File: src/rtl/supv_pkg.sv
package supv_pkg;

    typedef enum logic [1:0] {
        ST_PWR_LOW = 2'd0,
        ST_STRETCH = 2'd1,
        ST_RUN     = 2'd2
    } supv_state_e;

endpackage

File: src/rtl/supv_sync.sv
module supv_sync #(
    parameter int unsigned     WIDTH   = 2,
    parameter int unsigned     STAGES  = 2,
    parameter logic [WIDTH-1:0] RST_VAL = '0
) (
    input  logic             clk,
    input  logic             rst,
    input  logic [WIDTH-1:0] d_i,
    output logic [WIDTH-1:0] q_o
);

    logic [WIDTH-1:0] stage_q [STAGES];

    for (genvar s = 0; s < STAGES; s++) begin : g_stage
        logic [WIDTH-1:0] stage_d;
        if (s == 0) begin : g_first
            assign stage_d = d_i;
        end else begin : g_next
            assign stage_d = stage_q[s-1];
        end
        always_ff @(posedge clk) begin
            if (rst) stage_q[s] <= RST_VAL;
            else     stage_q[s] <= stage_d;
        end
    end

    assign q_o = stage_q[STAGES-1];

endmodule

File: src/rtl/supv_edge_detect.sv
module supv_edge_detect #(
    parameter int unsigned      WIDTH     = 2,
    parameter logic [WIDTH-1:0] RISE_MASK = '1,
    parameter logic [WIDTH-1:0] RST_VAL   = '0
) (
    input  logic             clk,
    input  logic             rst,
    input  logic [WIDTH-1:0] lvl_i,
    output logic [WIDTH-1:0] edge_o
);

    logic [WIDTH-1:0] prev_q;

    always_ff @(posedge clk) begin
        if (rst) prev_q <= RST_VAL;
        else     prev_q <= lvl_i;
    end

    for (genvar i = 0; i < WIDTH; i++) begin : g_bit
        if (RISE_MASK[i]) begin : g_rise
            assign edge_o[i] = lvl_i[i] & ~prev_q[i];
        end else begin : g_fall
            assign edge_o[i] = ~lvl_i[i] & prev_q[i];
        end
    end

endmodule

File: src/rtl/supv_stretch_cnt.sv
module supv_stretch_cnt #(
    parameter int unsigned TICKS = 16
) (
    input  logic clk,
    input  logic rst,
    input  logic clr_i,
    output logic done_o
);

    localparam int unsigned CW = $clog2(TICKS + 1);
    localparam logic [CW-1:0] LAST = CW'(TICKS - 1);

    logic [CW-1:0] cnt_q;

    assign done_o = (cnt_q == LAST);

    always_ff @(posedge clk) begin
        if (rst || clr_i)  cnt_q <= '0;
        else if (!done_o)  cnt_q <= cnt_q + 1'b1;
    end

endmodule

File: src/rtl/supv_reset_ctrl.sv
module supv_reset_ctrl
    import supv_pkg::*;
#(
    parameter int unsigned STRETCH_TICKS = 10_000_000,
    parameter int unsigned SYNC_STAGES   = 2
) (
    input  logic clk,
    input  logic rst,
    input  logic pwr_good_i,
    input  logic wdt_timeout_i,
    input  logic ext_rst_hi_i,
    input  logic ext_rst_lo_n_i,
    output logic sys_rst_o,
    output logic sys_rst_n_o
);

    localparam int unsigned  NUM_EXT   = 2;
    localparam logic [1:0]   EXT_IDLE  = 2'b10;
    localparam logic [1:0]   EXT_RISE  = 2'b01;

    supv_state_e      state_q, state_d;
    logic [NUM_EXT-1:0] ext_sync, ext_edge;
    logic             trig;
    logic             cnt_clr, cnt_done;
    logic             rst_active;

    supv_sync #(
        .WIDTH  (NUM_EXT),
        .STAGES (SYNC_STAGES),
        .RST_VAL(EXT_IDLE)
    ) sync_i (
        .clk  (clk),
        .rst  (rst),
        .d_i  ({ext_rst_lo_n_i, ext_rst_hi_i}),
        .q_o  (ext_sync)
    );

    supv_edge_detect #(
        .WIDTH    (NUM_EXT),
        .RISE_MASK(EXT_RISE),
        .RST_VAL  (EXT_IDLE)
    ) edge_i (
        .clk   (clk),
        .rst   (rst),
        .lvl_i (ext_sync),
        .edge_o(ext_edge)
    );

    assign trig = wdt_timeout_i | (|ext_edge);

    assign cnt_clr = (state_q != ST_STRETCH) | trig;

    supv_stretch_cnt #(
        .TICKS(STRETCH_TICKS)
    ) cnt_i (
        .clk   (clk),
        .rst   (rst),
        .clr_i (cnt_clr),
        .done_o(cnt_done)
    );

    always_comb begin
        state_d = state_q;
        if (!pwr_good_i) begin
            state_d = ST_PWR_LOW;
        end else begin
            unique case (state_q)
                ST_PWR_LOW: state_d = ST_STRETCH;
                ST_STRETCH: begin
                    if (trig)          state_d = ST_STRETCH;
                    else if (cnt_done) state_d = ST_RUN;
                end
                ST_RUN:     if (trig) state_d = ST_STRETCH;
                default:    state_d = ST_PWR_LOW;
            endcase
        end
    end

    always_ff @(posedge clk) begin
        if (rst) state_q <= ST_PWR_LOW;
        else     state_q <= state_d;
    end

    always_comb begin
        rst_active  = (state_q != ST_RUN) | ~pwr_good_i;
        sys_rst_o   = rst_active;
        sys_rst_n_o = ~rst_active;
    end

endmodule

File: config.mk
export PLATFORM = sky130hd
export DESIGN_NAME = supv_reset_ctrl
export DESIGN_NICKNAME = d
export VERILOG_FILES = /design/src/rtl/supv_pkg.sv /design/src/rtl/supv_sync.sv /design/src/rtl/supv_edge_detect.sv /design/src/rtl/supv_stretch_cnt.sv /design/src/rtl/supv_reset_ctrl.sv
export SDC_FILE = /design/constraint.sdc
export NUM_CORES = 1
export LEC_CHECK = 0
export BUFFER_PORTS_ARGS = -buffer_cell sky130_fd_sc_hd__buf_2
export CELL_PAD_IN_SITES_DETAIL_PLACEMENT = 0
export CELL_PAD_IN_SITES_GLOBAL_PLACEMENT = 1
export CORE_AREA = 2 2 70 58
export CTS_CLUSTER_SIZE = 8
export DETAILED_ROUTE_END_ITERATION = 6
export DIE_AREA = 0 0 72 60
export PLACE_DENSITY = 0.75
export SYNTH_ARGS = -nofsm -noshare
export SYNTH_HDL_FRONTEND = slang
export SYNTH_HIERARCHICAL = 1
export SYNTH_SLANG_ARGS = --single-unit
File: constraint.sdc
create_clock -name clk -period 1.8 [get_ports clk]
set_input_delay 0 -clock clk [delete_from_list [all_inputs] [get_ports clk]]
set_output_delay 0 -clock clk [all_outputs]
set_load 0.01 [all_outputs]
# --- Word-level counts from Yosys, hierarchy flattened ---
# Memories as Yosys holds them, arrays and structs flattened.
# Cells that the tools add are included.
totals:
  ff_bits: 28
  ramBits: 4
  inputBits: 6
  output_inout_bits: 2
  mem_count: 1
classes:
  add_sub_neg: 1
  n_eq_ne: 7
  muxes: 9
  bitwise_logic: 11
  reduce_logical: 5
mem_list:
  columns: ["name", "words", "width", "rd", "rd_ports_with_merged_regs", "wr", "line_no", "rtl"]
  rows:
  - ["sync_i.stage_q", 2, 2, 2, 0, 2, "supv_sync.sv:12", "logic [WIDTH-1:0] stage_q [STAGES];"]
op_table:
  columns: ["cell", "n"]
  rows:
  - ["$add A24 B1 Y24 const B", 1]
  - ["$eq A24 B24 Y1 const B", 1]
  - ["$mux W2", 5]
  - ["$pmux W2 S3", 1]
  - ["$or A1 B1 Y1", 5]
  - ["$ne A2 B2 Y1 const B", 2]
  - ["$not A1 Y1", 4]
  - ["$reduce_or A2 Y1", 2]
  - ["$mux W1", 3]
  - ["$ne A3 B3 Y1 const B", 1]
  - ["$and A1 B1 Y1", 2]
  - ["$eq A2 B1 Y1 const B", 1]
  - ["$eq A2 B2 Y1 const B", 1]
  - ["$logic_not A2 Y1", 1]
  - ["$ne A2 B1 Y1 const B", 1]
  - ["$reduce_and A2 Y1", 1]
  - ["$logic_or A1 B1 Y1", 1]

# --- Longest topological paths before layout ---
# Gate-level depths: netlist (run 1).
logic_depth:
  depth_word: 6
  mapped_depth: 7
  mapped_depth_nobuf: 6

# --- Cells and area by module ---
# Netlist (run 1), hierarchy kept.
by_module_without_submodules:
  columns: ["module", "instances", "cells_per_inst", "area_per_inst_um2"]
  rows:
  - ["supv_stretch_cnt", 1, 129, 1149.9]
  - ["supv_reset_ctrl", 1, 13, 112.6]
  - ["supv_sync", 1, 8, 105.1]
  - ["supv_edge_detect", 1, 6, 67.6]

# --- Least setup slack after synthesis (run 1) ---
# Ideal clock, no wire load.
synth_timing:
  kind: "reg2reg"
  from: "register cnt_i.cnt_q[19]"
  to: "register state_q[1]"
  setup_time_ps: 59
  t_arrival_ps: 1637
  t_required_ps: 1741
  slack_ps: 104
  path_stages_with_launch: 8
  synth_period_minus_slack_ps: 1696
  path_cell_list: "dfxtp_1 -> nand2_1 -> or4b_4 -> nor3_4 -> buf_6 -> nand2_1 -> mux2i_1 -> and3_2"
synth_via:
  elab_chain_len: 3
synth_rtl:
  columns: ["element", "line_no", "rtl"]
  rows:
  - ["start: declaration", "supv_stretch_cnt.sv:13", "logic [CW-1:0] cnt_q;"]
  - ["start signal: assignment", "supv_stretch_cnt.sv:19", "else if (!done_o) cnt_q <= cnt_q + 1'b1;"]
  - ["$eq A24 B24 Y1", "supv_stretch_cnt.sv:15", "assign done_o = (cnt_q == LAST);"]
  - ["via cnt_done", "supv_reset_ctrl.sv:24", "logic cnt_clr, cnt_done;"]
  - ["$ne A3 B3 Y1 (no source line)", null, null]
  - ["$reduce_and A2 Y1 (no source line)", null, null]
  - ["end signal: assignment", "supv_reset_ctrl.sv:81", "else state_q <= state_d;"]
  - ["end: declaration", "supv_reset_ctrl.sv:21", "supv_state_e state_q, state_d;"]
# The timed path passes the listed nets, and every way through them passes these cells.
# A chain may end at the register's enable or synchronous reset.

# --- Worst setup path in the final report (run 1) ---
layout_timing:
  from: "register cnt_i.cnt_q[9]"
  to: "register cnt_i.cnt_q[1]"
layout_via:
  elab_chain_len: 1
layout_rtl:
  columns: ["element", "line_no"]
  rows:
  - ["$eq A24 B24 Y1", "supv_stretch_cnt.sv:15"]
  - ["via cnt_done", "supv_reset_ctrl.sv:24"]
# The timed path passes the listed nets, and every way through them passes these cells.

==> results of run 1 <==
## through the flow
stage,power (mW),hold slack [ns],util
floorplan,0.749,0.0716,-
global placement,0.761,0.182,0.437
detailed placement,0.762,0.194,0.437
CTS,1.44,0.119,0.478
global route,1.48,0.143,0.489
finish,1.42,0.119,0.489
## logic make-up (layout without fill, tap and decap cells)
| kind of cell | Yosys count | count (layout) | synth area share |
|---|---|---|---|
| mux | 2 | 2 | 0.0139 |
| xor+xnor | 16 | 16 | 0.0976 |
| buf+inv | 7 | 37 | 0.0235 |
| simple gates | 81 | 81 | 0.332 |
| fa+ha+maj | 1 | 1 | 0.00872 |
| flops | 32 | 32 | 0.446 |
| compound gates | 17 | 17 | 0.0776 |
## per-layer routing
layer	part of all wire	vias to the layer above	wire, µm	global-route usage
met2	0.46	10	1310	0.238
met4	0.012	0	34	0.0701
li1	-	612	-	-
met1	0.50	558	1440	0.191
met3	0.029	7	83	0.0540
met5	0	-	0	0
## registers in the layout, indices dropped and copies added, names as in the netlist
signal          flops
edge_i/prev_q       2
cnt_i/cnt_q        24
sync_i/stage_q      4
state_q             2
## power groups by stage
stage	sequential, mW	clock (mW)	combinational [mW]
final	0.718	0.672	0.0340
after global routing	0.719	0.725	0.0383
after detailed placement	0.735	0	0.0275
after floorplan	0.734	0	0.0149
after global placement	0.734	0	0.0267
after CTS	0.718	0.690	0.0341
## final cells by class
cell class                      count  share of cell area
Timing Repair Buffer               26               0.106
Inverter                            3             0.00625
Clock inverter                      3              0.0236
Clock buffer                        5              0.0382
Tap cell                           44              0.0306
Multi-Input combinational cell    117               0.438
Sequential cell                    32               0.356
## critical path: cells and delay by family, from the launching register on
family / cells / cell delay, ns
simple gates: 4 / 0.91
flops: 1 / 0.37
buf+inv: 1 / 0.19
mux: 1 / 0.19
## cells in the final DEF (no fill, tap or decap), drive strengths merged, types with 4 or more instances in the layout
master / count
nand3: 7
buf: 22
clkbuf: 5
or3: 5
dlygate4sd3: 4
nor2b: 5
o21ai: 6
nor4: 6
nor3: 4
xor2: 8
nand2: 9
nand4: 6
or2: 4
xnor2: 8
dfxtp: 32
nor2: 19
a21oi: 5
## worst max-delay path by stage
stage	startpoint	cells after the start	slack, ns	to
global placement	cnt_i/cnt_q[15]	7	0.01	state_q[1]
global route	cnt_i/cnt_q[9]	6	-0.01	cnt_i/cnt_q[1]
detailed placement	cnt_i/cnt_q[15]	7	0.06	state_q[1]
CTS	cnt_i/cnt_q[15]	7	0.03	state_q[1]
floorplan	cnt_i/cnt_q[19]	7	0.10	state_q[1]
finish	cnt_i/cnt_q[9]	6	0.04	cnt_i/cnt_q[1]
## what timing repair did
action,CTS,global route
setup endpoints to repair,0,12
resized for setup,0,9
buffers inserted,0,1
hold endpoints to repair,3,0
hold buffers,4,0
==> flow_metrics.py, run 1 <==
metrics = {
    "pwr": {
        "clkPwrFrac": 0.472,
        "internal_power_mw": 1.14,
        "peakVddDrop_v": 0.000452,
        "p_seq_frac": 0.504,
        "p_per_area_nw_per_um2": 791,
        "p_sw_mw": 0.281,
        "switching_share": 0.197,
        "leakage_nw": 0.631,
        "comb_power_share": 0.024,
    },
    "synthesis": {
        "synth_top_flop_cell": "dfxtp_1",
        "synth.most_common_cell": "dfxtp_1",
        "ys_top_cells_by_area": "dfxtp_1 (45%), nor2_1 (5.0%), xnor2_1 (4.9%)",
        "ys_ff_latch": 32,
        "syn_nets": 163,
        "netlist_instances": 156,
        "synth_top_cell_by_area": "dfxtp_1",
        "synth_edf_count": 0,
        "synth_top_area_frac": 0.446,
        "avgSynthCellArea_um2": 9.20,
        "yosysWarnings": 6,
        "synth-async-reset-ratio": 0,
        "synth.distinct_cells": 41,
        "synthTopCellsByCount": "dfxtp_1 (32), nor2_1 (19), nand2_1 (9), xnor2_1 (8), xor2_1 (8)",
        "synth.cell_area_um2": 1440,
        "seq_area_frac_synth": 0.446,
    },
    "cells_and_area": {
        "area_growth_pct": 25.5,
        "fin_area_um2": 1800,
        "multiInputGateArea_um2": 790,
        "layoutNonFillerInstCount": 230,
        "seq_area_um2": 642,
        "fillers": 357,
        "diodes": 0,
        "fin_nets": 192,
        "drive_above_1_share": 0.247,
    },
    "sta": {
        "fin_skew_ns": 0.00678,
        "slew_headroom": 0.758,
        "final_hold_viol_count": 0,
        "final.min_clock_period_ns": 1.76,
        "fmax_mhz": 569,
        "report.final.setup_viol": 0,
        "fin_setup_tns_ns": 0,
        "slew_violations": 0,
        "worst_pin_slew_ns": 0.360,
        "fin_crit_sh": 0.976,
        "fin_ws_ns": 0.0430,
        "rsz0062_at_grt": "true",
    },
    "cts": {
        "path_clk_slew_ns": 0.07,
        "cts_buffers": 5,
        "cts_tree": "done",
        "cts_root_buffer": "clkbuf_8",
        "clkLatencyLatePin_ns": 0.28,
        "cts.sinks": 32,
        "cts.path.max_buffers": 2,
        "ctsHtreeMaxLevel": 2,
    },
    "placement": {
        "dpl.cell_count": 217,
        "post_dp_cell_area_um2": 1610,
        "place_ws_ns": 0.0640,
        "dp.final_hpwl_um": 2070,
        "gp_congestion": 0.783,
        "numPortBuffers": 7,
    },
    "setup_path": {
        "startpoint_type": "register",
        "path_cells": "and2_4 -> or4b_4 -> nor3_4 -> buf_4 -> mux2i_1 -> nor2_1",
        "worstReg2RegEnd": "cnt_i/cnt_q[1]",
        "cpPeakStageDelay_ns": 0.51,
        "cp_max_fo": 8,
        "crit_type": "register to register",
        "critPathSlowestCell": "or4b_4",
        "worst_setup_path_end_kind": "register",
        "cp.arrival_ns": 1.92,
        "r2r_cells": 6,
        "required_ns": 1.97,
        "reg2reg_slack_ns": 0.04,
        "r2r-start": "cnt_i/cnt_q[9]",
    },
    "min_path": {
        "hp-start": "wdt_timeout_i",
        "whs_endpoint": "cnt_i/cnt_q[10]",
        "hold_path.class": "input pin to register",
        "hold_path_depth": 5,
    },
    "global_routing": {
        "grt_pass1_wl_um": 4950,
        "overflow": 0,
        "grt_pass1_vias": 1126,
        "grt_max_degree": 23,
        "track_usage": 0.153,
        "antenna_found_initial": 0,
    },
    "floorplan": {
        "die_h_um": 60,
        "dieArea_um2": 4320,
        "start_util": 0.390,
        "coreArea_um2": 3680,
        "ios": 8,
        "die-width_um": 72,
        "num_rows": 20,
    },
    "detailed_routing": {
        "wl_per_cell_um": 12.4,
        "drt_pass1_iterations": 4,
        "drtIter0Drc": 48,
        "drc": 0,
        "vias": 1187,
        "vias_per_cell": 5.16,
        "wirelength_um": 2860,
        "final_antenna_net_count": 0,
    },
    "run": {
        "drv.max_cap_violation_count": 0,
    },
    "outcome": {
        "status": "finished, final reports clean",
    },
}
Power figures use the tool's default switching activity.
==> run 2: changes to the inputs <==
- CORE_AREA: 2 2 70 58 -> 2 2 64 54
- DIE_AREA: 0 0 72 60 -> 0 0 66 56
- PLACE_DENSITY: 0.75 -> 0.83
- clock period: 1.8 -> 2.2 ns (I/O delays scaled with it)
==> flow_metrics.py, run 2 (synthesized netlist as in run 1, its figures left out) <==
metrics = {
    "cells_and_area": {
        "fin_area_um2": 1680,
        "layoutNonFillerInstCount": 213,
        "largest_register_ffs": 24,
        "area_growth_pct": 17.0,
        "reg.largest.list": "cnt_i/cnt_q x24, sync_i/stage_q x4",
        "fin_nets": 179,
        "diodes": 0,
        "max_flop_register": "cnt_i/cnt_q",
        "drive_above_1_share": 0.150,
        "utilization": 0.556,
        "layout_common_cells": "dfxtp_1 (32), nor2_1 (19), nand2_1 (9)",
        "final_common_cell": "dfxtp_1",
    },
    "sta": {
        "rsz0062_at_grt": "false",
        "fin_ws_ns": 0.120,
        "slew_headroom": 0.638,
        "fin_setup_tns_ns": 0,
        "worst_pin_slew_ns": 0.541,
        "fin_hold_ws_ns": 0.0591,
        "fmax_mhz": 481,
        "fin_crit_sh": 0.945,
        "fin_skew_ns": 0.00805,
        "final.min_clock_period_ns": 2.08,
        "report.final.setup_viol": 0,
        "slew_violations": 0,
        "final_hold_viol_count": 0,
    },
    "pwr": {
        "internal_power_mw": 0.999,
        "power.total_mw": 1.22,
        "leakage_nw": 0.572,
        "p_sw_mw": 0.223,
        "p_per_area_nw_per_um2": 728,
        "switching_share": 0.182,
        "p_seq_frac": 0.481,
        "clkPwrFrac": 0.498,
        "peakVddDrop_v": 0.000480,
        "comb_power_share": 0.021,
    },
    "global_routing": {
        "busiest_layer": "met2",
        "use_met1": 0.202,
        "grt_pass1_vias": 1014,
        "antenna_found_initial": 0,
        "grt_use_met3": 0.0486,
        "track_usage": 0.157,
        "grt_max_degree": 23,
        "grtUsageMet2": 0.234,
        "grt_pass1_wl_um": 4440,
        "overflow": 0,
    },
    "min_path": {
        "hold_path.class": "input pin to register",
        "whs_endpoint": "state_q[1]",
        "hold_path_depth": 3,
        "hp-start": "wdt_timeout_i",
    },
    "cts": {
        "cts_root_buffer": "clkbuf_8",
        "ctsHtreeMaxLevel": 2,
        "cts_tree": "done",
        "cts_setup_buffers": 0,
        "path_clk_slew_ns": 0.06,
        "clkLatencyLatePin_ns": 0.28,
        "cts.path.max_buffers": 2,
        "cts_buffers": 5,
        "cts.sinks": 32,
    },
    "floorplan": {
        "coreArea_um2": 3020,
        "die_h_um": 56,
        "num_rows": 18,
        "ios": 8,
        "start_util": 0.476,
        "die-width_um": 66,
        "dieArea_um2": 3700,
    },
    "placement": {
        "numPortBuffers": 7,
        "post_dp_cell_area_um2": 1510,
        "dp.final_hpwl_um": 1810,
        "gp_congestion": 0.818,
        "place_ws_ns": 0.202,
        "dpl.cell_count": 201,
    },
    "detailed_routing": {
        "drc": 0,
        "vias_per_cell": 5.24,
        "drtIter0Drc": 53,
        "vias": 1117,
        "final_antenna_net_count": 0,
        "drt_pass1_iterations": 4,
        "wl_per_cell_um": 12.1,
        "wirelength_um": 2580,
    },
    "setup_path": {
        "crit_type": "register to register",
        "r2r_cells": 6,
        "startpoint_type": "register",
        "reg2reg_slack_ns": 0.12,
        "worst_setup_path_end_kind": "register",
        "r2r-start": "cnt_i/cnt_q[19]",
        "required_ns": 2.42,
        "cp_max_fo": 14,
        "worstReg2RegEnd": "state_q[1]",
        "cp.arrival_ns": 2.30,
    },
    "outcome": {
        "status": "finished, final reports clean",
    },
    "run": {
        "drv.max_cap_violation_count": 0,
    },
}
-- run 2: cell count changes in the layout (fill, tap and decap cells not counted), moves of 2 or more --
cell	before	now
clkbuf_8	5	7
nor4bb_1	0	2
buf_4	14	2
nor4bb_2	2	0
-- run 2: worst max path at each step --
stage,depth (start not counted),slack [ns],endpoint,from
floorplan,7,0.50,state_q[1],cnt_i/cnt_q[19]
detailed placement,6,0.20,state_q[1],cnt_i/cnt_q[12]
global placement,6,0.25,state_q[1],cnt_i/cnt_q[15]
finish,6,0.12,state_q[1],cnt_i/cnt_q[19]
global route,6,0.003,state_q[1],cnt_i/cnt_q[19]
CTS,6,0.17,state_q[1],cnt_i/cnt_q[12]
-- run 2: worst max-delay path, cell delays in order (launching register included) --
cell     delay, ns
dfxtp_1       0.41
nand2_1       0.12
or4b_4        0.58
nor3_4        0.51
nand2_1       0.10
mux2i_1       0.12
and3_2        0.18
-- run 2: routing by layer --
layer,routed length [µm],share of wire,up-vias
met5,0,0,-
met2,1090,0.42,16
met4,49,0.019,0
met1,1360,0.53,508
met3,79,0.031,7
li1,-,-,586
-- run 2: repair_timing --
action	in CTS	in global routing
gates resized for setup	0	0
hold buffers	4	0
hold endpoints to repair	3	0
endpoints found under the setup margin	0	1
-- run 2: cell type report --
class / instances / area [µm²]
Inverter: 3 / 11.3
Clock inverter: 1 / 30.0
Multi-Input combinational cell: 117 / 761
Fill cell: 283 / 1340
Sequential cell: 32 / 641
Clock buffer: 7 / 96.3
Tap cell: 40 / 50.0
Timing Repair Buffer: 13 / 90.1
-- run 2: power groups by stage --
| stage | sequential, mW | clock [mW] | combinational, mW |
|---|---|---|---|
| floorplan | 0.600 | 0 | 0.0122 |
| global placement | 0.601 | 0 | 0.0199 |
| detailed placement | 0.601 | 0 | 0.0206 |
| CTS | 0.588 | 0.621 | 0.0260 |
| global route | 0.588 | 0.650 | 0.0286 |
| finish | 0.588 | 0.608 | 0.0258 |
==> run 3: changes to the inputs <==
- CORE_AREA: 2 2 64 54 -> 5 5 67 57
- DIE_AREA: 0 0 66 56 -> 0 0 72 62
- RECOVER_POWER: not set -> 100
- SLEW_MARGIN: not set -> 20
==> flow_metrics.py, run 3 (synthesized netlist as in run 1, its figures left out) <==
metrics = {
    "setup_path": {
        "worst_setup_path_end_kind": "register",
        "path_cells": "nand2_1 -> or4b_4 -> nor3_4 -> buf_4 -> mux2i_1 -> nor2_1",
        "startpoint_type": "register",
        "critical-path-top-delay-family": "simple AND/OR/NAND/NOR gates",
        "required_ns": 2.37,
        "cpPeakStageDelay_ns": 0.57,
        "crit_type": "register to register",
        "critPathSlowestCell": "or4b_4",
        "cp.arrival_ns": 2.11,
        "worst-path-buf-inv": 1,
        "cp_max_fo": 8,
    },
    "floorplan": {
        "die-width_um": 72,
        "dieArea_um2": 4460,
        "start_util": 0.476,
        "coreArea_um2": 3020,
        "ios": 8,
        "die_h_um": 62,
        "num_rows": 18,
    },
    "pwr": {
        "clkPwrFrac": 0.499,
        "p_seq_frac": 0.481,
        "comb_power_share": 0.020,
        "p_sw_mw": 0.224,
        "peakVddDrop_v": 0.000452,
        "switching_share": 0.183,
        "p_per_area_nw_per_um2": 729,
        "leakage_nw": 0.566,
        "internal_power_mw": 0.998,
    },
    "run": {
        "drv.max_cap_violation_count": 0,
    },
    "sta": {
        "report.final.setup_viol": 0,
        "slew_violations": 0,
        "fin_setup_tns_ns": 0,
        "final.min_clock_period_ns": 1.95,
        "slew_headroom": 0.703,
        "rsz0062_at_grt": "false",
        "fin_skew_ns": 0.00831,
        "fin_crit_sh": 0.884,
        "worst_pin_slew_ns": 0.446,
        "final_hold_viol_count": 0,
        "fin_ws_ns": 0.255,
        "fmax_mhz": 514,
    },
    "cts": {
        "cts_root_buffer": "clkbuf_8",
        "clkLatencyLatePin_ns": 0.29,
        "cts_tree": "done",
        "path_clk_slew_ns": 0.07,
        "cts.sinks": 32,
        "cts_buffers": 5,
        "cts_setup_buffers": 0,
        "cts.path.max_buffers": 2,
        "ctsHtreeMaxLevel": 2,
    },
    "global_routing": {
        "grt_max_degree": 23,
        "grt_pass1_vias": 1070,
        "track_usage": 0.137,
        "overflow": 0,
        "grt_pass1_wl_um": 4690,
        "antenna_found_initial": 0,
    },
    "cells_and_area": {
        "fillers": 285,
        "drive_above_1_share": 0.132,
        "max_flop_register": "cnt_i/cnt_q",
        "fin_nets": 180,
        "final_common_cell": "dfxtp_1",
        "layout_common_cells": "dfxtp_1 (32), nor2_1 (19), nand2_1 (9)",
        "diodes": 0,
        "utilization": 0.555,
        "reg.largest.list": "cnt_i/cnt_q x24, sync_i/stage_q x4",
        "area_growth_pct": 16.7,
        "largest_register_ffs": 24,
    },
    "outcome": {
        "status": "finished, final reports clean",
    },
    "detailed_routing": {
        "wl_per_cell_um": 12.3,
        "final_antenna_net_count": 0,
        "vias_per_cell": 5.26,
        "drtIter0Drc": 43,
        "wirelength_um": 2630,
        "drt_pass1_iterations": 4,
        "drc": 0,
        "vias": 1125,
    },
    "placement": {
        "numPortBuffers": 7,
        "dp.final_hpwl_um": 1820,
        "place_ws_ns": 0.287,
        "gp_congestion": 0.715,
    },
    "min_path": {
        "hold_path.class": "input pin to register",
    },
}
-- run 3: timing repair --
action | CTS | global route
gates resized for setup | 0 | 0
endpoints found under the hold margin | 3 | 0
setup endpoints to repair | 0 | 0
hold buffers | 4 | 0
-- run 3: worst register-to-register path, cell delays in order, from the launching register on --
cell and delay (ns):
dfxtp_1 0.41, nand2_1 0.12, or4b_4 0.57, nor3_4 0.25, buf_4 0.22, mux2i_1 0.20
nor2_1 0.05
-- run 3: final cells by class --
cell class	count	area, µm²	area share
multi-input combinational	117	756	0.451
sequential	32	641	0.382
clock buffer	7	96.3	0.0575
timing repair buffer	14	91.3	0.0545
tap	40	50.0	0.0299
clock inverter	1	30.0	0.0179
inverter	3	11.3	0.00672
-- run 3: path summary, 6_finish.rpt --
path / start / endpoint / slack, ns / cells after the start
hold / removal: wdt_timeout_i / state_q[1] / 0.07 / 3
setup / recovery: cnt_i/cnt_q[19] / cnt_i/cnt_q[1] / 0.25 / 6
hold reg to reg: sync_i/stage_q[0][1] / sync_i/stage_q[1][1] / 0.41 / 1
setup reg to reg: cnt_i/cnt_q[19] / cnt_i/cnt_q[1] / 0.25 / 6
-- run 3: layer usage --
metal,GRT usage,share of wire
met5,0,0
met4,0.0643,0.021
met3,0.0434,0.035
met2,0.234,0.45
met1,0.160,0.49
-- run 3: power groups by stage --
stage	combinational, mW	clock [mW]	sequential [mW]
after floorplan	0.0122	0	0.600
after global routing	0.0285	0.645	0.588
after detailed placement	0.0206	0	0.601
after CTS	0.0260	0.621	0.588
after global placement	0.0200	0	0.601
final	0.0247	0.609	0.588
-- run 3: metrics by stage --
step                      instance area, µm²  power [mW]  hold WS, ns  instances
final                                   1680        1.22       0.0743        214
after global routing                    1680        1.26       0.0991        214
after CTS                               1690        1.24       0.0467        214
after detailed placement                1520       0.622        0.188        202
after global placement                  1520       0.621        0.181        202
after floorplan                         1440       0.612       0.0716        156
